## src/rtl/dmaarb_pkg.sv

```systemverilog
package dmaarb_pkg;
  localparam int unsigned ARB_DEF_CH = 8;

  typedef enum logic {
    POL_FIXED  = 1'b0,
    POL_ROTATE = 1'b1
  } arb_pol_e;
endpackage

```

## src/rtl/arb_pick.sv

```systemverilog
// Combinational winner search: both policies are evaluated, the select picks one.
module arb_pick #(
  parameter int unsigned N = 8,
  localparam int unsigned IW = (N > 1) ? $clog2(N) : 1
) (
  input  logic [N-1:0]  req,
  input  logic [IW-1:0] last,
  input  logic          rotate,
  output logic          found,
  output logic [IW-1:0] win
);
  // Lowest index wins: scan downward so the last hit is the lowest.
  function automatic logic [IW:0] scan_fixed(input logic [N-1:0] r);
    logic [IW:0] res;
    res = '0;
    for (int i = int'(N) - 1; i >= 0; i--) begin
      if (r[i]) res = {1'b1, IW'(i)};
    end
    return res;
  endfunction

  // Offsets 1..N past the last winner; scan down so the smallest offset wins.
  function automatic logic [IW:0] scan_rotate(input logic [N-1:0] r, input logic [IW-1:0] l);
    logic [IW:0] res;
    res = '0;
    for (int unsigned k = N; k >= 1; k--) begin
      int unsigned j;
      j = (32'(l) + k) % N;
      if (r[j]) res = {1'b1, IW'(j)};
    end
    return res;
  endfunction

  logic [IW:0] fix_res;
  logic [IW:0] rot_res;

  assign fix_res      = scan_fixed(req);
  assign rot_res      = scan_rotate(req, last);
  assign {found, win} = rotate ? rot_res : fix_res;
endmodule

```

## src/rtl/arb_owner.sv

```systemverilog
// Ownership state: current grant, busy flag and last winner.
module arb_owner #(
  parameter int unsigned N = 8,
  localparam int unsigned IW = (N > 1) ? $clog2(N) : 1
) (
  input  logic          clk,
  input  logic          rst_n,
  input  logic          slot_free,
  input  logic          take_grant,
  input  logic [IW-1:0] win,
  output logic [N-1:0]  gnt_q,
  output logic          busy_q,
  output logic [IW-1:0] last_q
);
  function automatic logic [N-1:0] to_onehot(input logic [IW-1:0] idx);
    return N'(1) << idx;
  endfunction

  always_ff @(posedge clk or negedge rst_n) begin
    if (!rst_n) begin
      gnt_q  <= '0;
      busy_q <= 1'b0;
      last_q <= IW'(N - 1);
    end else if (take_grant) begin
      gnt_q  <= to_onehot(win);
      busy_q <= 1'b1;
      last_q <= win;
    end else if (slot_free) begin
      gnt_q  <= '0;
      busy_q <= 1'b0;
    end
  end
endmodule

```

## src/rtl/burst_arbiter.sv

```systemverilog
module burst_arbiter #(
  parameter int unsigned NUM_CH = dmaarb_pkg::ARB_DEF_CH,
  localparam int unsigned IW = (NUM_CH > 1) ? $clog2(NUM_CH) : 1
) (
  input  logic              clk,
  input  logic              rst_n,
  input  logic [NUM_CH-1:0] ch_req,
  input  logic [NUM_CH-1:0] ch_done,
  input  logic              rr_sel,
  input  logic              arb_en,
  output logic [NUM_CH-1:0] bus_gnt,
  output logic              gnt_valid
);
  import dmaarb_pkg::*;

  arb_pol_e          pol;
  logic [NUM_CH-1:0] done_hit;
  logic              owner_done;
  logic              slot_free;
  logic              pick_found;
  logic [IW-1:0]     pick_idx;
  logic [IW-1:0]     last_idx;
  logic              take_grant;

  assign pol = arb_pol_e'(rr_sel);

  // Only the owner's done bit counts.
  for (genvar g = 0; g < NUM_CH; g++) begin : g_done
    assign done_hit[g] = bus_gnt[g] & ch_done[g];
  end

  assign owner_done = |done_hit;
  assign slot_free  = !gnt_valid || owner_done;
  assign take_grant = slot_free && arb_en && pick_found;

  arb_pick #(.N(NUM_CH)) u_pick (
    .req    (ch_req),
    .last   (last_idx),
    .rotate (pol == POL_ROTATE),
    .found  (pick_found),
    .win    (pick_idx)
  );

  arb_owner #(.N(NUM_CH)) u_owner (
    .clk        (clk),
    .rst_n      (rst_n),
    .slot_free  (slot_free),
    .take_grant (take_grant),
    .win        (pick_idx),
    .gnt_q      (bus_gnt),
    .busy_q     (gnt_valid),
    .last_q     (last_idx)
  );
endmodule

```

## config.mk

```make
export PLATFORM = sky130hd
export DESIGN_NAME = burst_arbiter
export DESIGN_NICKNAME = d
export VERILOG_FILES = /design/src/rtl/dmaarb_pkg.sv /design/src/rtl/arb_pick.sv /design/src/rtl/arb_owner.sv /design/src/rtl/burst_arbiter.sv
export SDC_FILE = /design/constraint.sdc
export NUM_CORES = 1
export LEC_CHECK = 0
export BUFFER_PORTS_ARGS = -buffer_cell sky130_fd_sc_hd__buf_4
export CAP_MARGIN = 20
export CORE_MARGIN = 4
export CORE_UTILIZATION = 40
export DETAILED_ROUTE_END_ITERATION = 16
export HOLD_SLACK_MARGIN = 0.12
export PLACE_DENSITY = 0.57
export SKIP_CTS_REPAIR_TIMING = 1
export SLEW_MARGIN = 20
export SYNTH_ARGS = -nofsm -noshare
export SYNTH_HDL_FRONTEND = slang
export SYNTH_HIERARCHICAL = 1
export SYNTH_SLANG_ARGS = --single-unit
```

## constraint.sdc

```tcl
create_clock -name clk -period 9.1 [get_ports clk]
set_clock_uncertainty 0.15 [all_clocks]
set_input_delay 0 -clock clk [delete_from_list [all_inputs] [get_ports clk]]
set_output_delay 0 -clock clk [all_outputs]
set_load 0.02 [all_outputs]
```

Yosys cells after proc, flatten, opt, wreduce, memory -nomap -nowiden
Index checks and enable logic that the tools add are counted.
{ "classes": {"eq_ne": 0, "n_addsub": 8, "mux": 37, "n_reduce_logical": 6, "bitwise_logic": 8, "n_mul": 0, "div_mod_pow": 0, "n_lt_le_gt_ge": 8, "shifts": 1} }
{ "op_table": {"columns": ["op", "n"], "rows": [
  ["4-bit two-way mux", 17],
  ["3-bit by 4-bit less-than comparator with 1-bit output, second input constant", 8],
  ["1-bit binary-select mux with 3-bit select", 8],
  ["8-bit two-way mux", 2],
  ["3-bit adder, second input constant", 4],
  ["1-bit two-way mux", 10],
  ["1-bit AND", 8],
  ["8-bit OR reduction", 1],
  ["1-bit by 3-bit << shifter with 8-bit output, first input constant", 1],
  ["3-bit by 1-bit adder with 3-bit output, second input constant", 2],
  ["3-bit by 2-bit adder with 3-bit output, second input constant", 2],
  ["1-bit logical AND", 2],
  ["2-bit nonzero test", 1],
  ["1-bit zero test", 1],
  ["1-bit logical OR", 1]
]} }
{ "word_totals": {"mem_bits_rw": 0, "n_memories": 0, "regBits": 12, "latchBits": 0, "mem_bits_ro": 0} }

Longest topological paths before layout
{ "logic_depth": {"depth_word": 14, "depth_mapped": 14, "mapped_depth_nobuf": 11} }

Cells and area by module
Netlist, hierarchy kept.
{ "by_module_without_submodules": {"columns": ["module", "cells_each", "area_each_um2", "n_inst"], "rows": [
  ["arb_pick", 102, 899.6, 1],
  ["arb_owner", 36, 489.2, 1],
  ["burst_arbiter", 9, 53.8, 1]
]} }

Least setup slack after synthesis
OpenSTA, ideal clock, no wires.
{ "synth_timing": {"kind": "reg2reg", "from": "reg u_owner.last_q[1]", "to": "reg u_owner.gnt_q[1]", "slack_ns": 5.728, "path_stages_with_launch": 12, "period_less_slack_ns": 3.372, "arrival_ns": 3.101, "path_buffers": 2, "setup_ns": 0.122, "cell_sequence": "dfstp_2 buf_2 inv_1 ha_1 buf_6 mux4_2 a221oi_1 a21o_1 a221oi_2 o211ai_1 nor2_1 a32o_1"} }
{ "synth_via": {"elab_chain_len": 14, "word_cells_on_any_way": 37} }
{ "synth_lines": {"columns": ["element", "line", "text"], "rows": [
  ["start: declaration", "arb_owner.sv:13", "output logic [IW-1:0] last_q"],
  ["start signal: assignment", "arb_owner.sv:23", "last_q <= IW'(N - 1);"],
  ["start signal: assignment", "arb_owner.sv:27", "last_q <= win;"],
  ["3-bit by 1-bit adder with 3-bit output", "arb_pick.sv:28", "j = (32'(l) + k) % N;"],
  ["1-bit binary-select mux with 3-bit select", "arb_pick.sv:29", "if (r[j]) res = {1'b1, IW'(j)};"],
  ["1-bit two-way mux (implied by the code)", "arb_pick.sv:29", null],
  ["4-bit two-way mux (7 in a row)", "arb_pick.sv:29", null],
  ["4-bit two-way mux (*)", "arb_pick.sv:29", null],
  ["4-bit two-way mux (*)", "arb_pick.sv:39", "assign {found, win} = rotate ? rot_res : fix_res;"],
  ["named net pick_idx[2]", "burst_arbiter.sv:21", "logic [IW-1:0] pick_idx;"],
  ["1-bit by 3-bit << shifter with 8-bit output (*)", "arb_owner.sv:16", "return N'(1) << idx;"],
  ["8-bit two-way mux (*)", "arb_owner.sv:24", "end else if (take_grant) begin"],
  ["end signal: assignment", "arb_owner.sv:25", "gnt_q <= to_onehot(win);"],
  ["end: declaration", "arb_owner.sv:11", "output logic [N-1:0] gnt_q,"]
]} }
The timed path passes the listed nets; every way through them passes the cells marked *. The select of a mux whose other input is x is not followed.
A chain may end at the register's enable or synchronous reset.

Worst setup path after layout
Ends and elaborated chain as after synthesis.

==> qor.txt <==
status: finished clean
initial antenna violation count: 0
Die Y: 68.1 um
kind of critical path: reg -> reg
CP startpoint kind: flip-flop
Synth top cells by count: nand2_1 (13), dfrtp_1 (9), mux4_2 (9)
Port Buf Inserts: 28
maximum vdd ir drop: 178 uV
Synth cell types: 57
reg2reg start: u_owner/last_q[1]$_DFFE_PN1P_
Synth Net Count: 169
layout cells sized above 1: 33.1%
Core ar.: 3420 um2
RSZ-0062 raised after global routing: no
Slew headroom: 41.4%
DR DRC count: 0
ANT nets after route: 0
vias per cell: 6.27
mapped cell area: 1440 um2
CTS buffer count: 3
standby leakage power: 0.693 nW
vias in the first global route: 1,290
via count: 1,386
RePlAce Congestion: 1.00
setup tns final: 0 ns
CTS tree: yes
n_diodes: 0
Ys Warns: 6
DP HPWL: 2980 um
Synth Flop Type: dfrtp_1
Crit. Startpoint: u_owner/last_q[1]$_DFFE_PN1P_
Clock transition at path regs: 0.08 ns
Synth Register Bits: 12
first-pass GRT wire length: 6370 um
Yosys top cell by area: dfrtp_1
Detailed Routing Iterations Pass 1: 4
post-synth top area share: 15.6%
ranking of synthesized cells by area: dfrtp_1 (16%), mux4_2 (14%), dfstp_2 (5.5%)
Synth Area per Inst: 9.81 um2
area grow syn2layout: 19.6%
post-route cell area: 1730 um2
crit path DAT: 3.94 ns
final period utilization: 43.1%
worst path required time: 9.11 ns
num ports: 29
CP endpoint kind: flip-flop
FP Rows: 21
routed length on met3: 319 um
Routed wire per std cell: 17.8 um
final hold viol count: 0
synthesized instance count: 147
Power Density: 389 nW/um2
crit path max fanout: 13
DRT iter0 DRCs: 91
CTS sink count: 12
Root Driver: clkbuf_4
max-slew violation count: 0
final setup vio count: 0
top-count cell post-synth: nand2_1
Nets: 198
H-tree depth: 1
Seq/Total Area, Yosys: 21.1%
FMAX: 255 MHz
largest net degree at the start of global routing: 20
Chip Width: 68.1 um
M1 WL: 1840 um
Clk Latency, worst-skew pair: 0.27 ns
Starting Density: 42.2%
max_cap viols: 0
Hold Path Class: in -> reg
Final Critical Period: 3.93 ns
Worst-Margin Slew: 0.867 ns
WL met2: 1730 um
Die Area: 4630 um2
hold path startpoint: ch_done[4]
asr flop ratio synth: 100%
GRT overflow: 0
DRT Wirelength: 3930 um
Top Metal Used: met4
CTS Buffer Depth: 2
Post-Place Cell Area: 1660 um2
Post-synth EDFFs: 0
Total GRT Usage: 17.8%
-- metal layers --
layer / global-route usage, % / up-vias
met3: 5.25 / 4
met1: 27.2 / 666
met2: 24.4 / 74
li1: - / 642
met5: 0 / -
met4: 3.97 / 0
-- cells in the final DEF (no fill, tap or decap), types with 4 or more instances in the layout --
cell type and n:
buf_4 28, nand2_1 13, dfrtp_1 9, mux4_2 9, inv_1 8, nor2_1 8
o21ai_0 7, mux2i_1 6, nand2b_1 5, nand3_1 5, a32o_1 4
-- where the power goes --
group | switching, mW | internal (mW) | leakage [nW]
clock | 0.0177 | 0.0243 | 0.0210
sequential | 0.0392 | 0.0767 | 0.153
combinational | 0.286 | 0.227 | 0.519
-- worst paths after layout --
path	endpoint	cells past startpoint	slack (ns)
worst max-delay path	u_owner/gnt_q[1]$_DFFE_PN0P_	9	5.17
worst min-delay path	u_owner/gnt_q[7]$_DFFE_PN0P_	5	0.12
worst max register to register	u_owner/gnt_q[1]$_DFFE_PN0P_	9	5.17
worst min register to register	u_owner/gnt_q[2]$_DFFE_PN0P_	1	0.38
max in group asynchronous	u_owner/gnt_q[6]$_DFFE_PN0P_	4	7.34
min in group asynchronous	u_owner/last_q[0]$_DFFE_PN1P_	3	0.62
-- registers in the layout (all words and copies together), names as in the netlist --
register / count
u_owner/gnt_q: 8
u_owner/busy_q: 1
u_owner/last_q: 3
-- cell families after synthesis --
kind of cell | Yosys count | synth area share, %
AOI/OAI and AO/OA | 47 | 27.2
and+or+nand+nor | 47 | 18.0
muxes | 21 | 24.5
buffers and inverters | 15 | 5.64
DFF | 12 | 21.1
xor gates and xnor gates | 3 | 1.82
adders and majority gates | 2 | 1.73
-- through the flow --
step           utilization [%]  setup slack, ns  total power, mW  hold slack, ns  instances
6_report                  50.5             5.17            0.671           0.122        221
3_5_place_dp              48.6             5.27            0.617          -0.302        214
4_1_cts                   49.6             5.23            0.663          -0.601        218
3_3_place_gp              48.6             5.20            0.620          -0.305        214
5_1_grt                   50.5             4.88            0.726           0.143        221
2_1_floorplan                -             5.73            0.521          -0.446        147
-- layout make-up --
type                    count  area, um2
fillers                   326       1690
multi-input cells         120       1060
flip-flops and latches     12        304
repair buffers             31        240
well taps                  46       57.6
clock buffers               4       36.3
inverters                   8       30.0
-- worst max-delay path, cell delays in order (launching register included) --
cell and delay (ns):
dfstp_2 0.71, inv_1 0.19, ha_1 0.50, mux4_2 0.67, a221oi_1 0.37, a21o_1 0.18, a221oi_2 0.06, o211ai_1 0.53
nor2_1 0.16, a32o_1 0.29
Power figures use the tool's default switching activity.
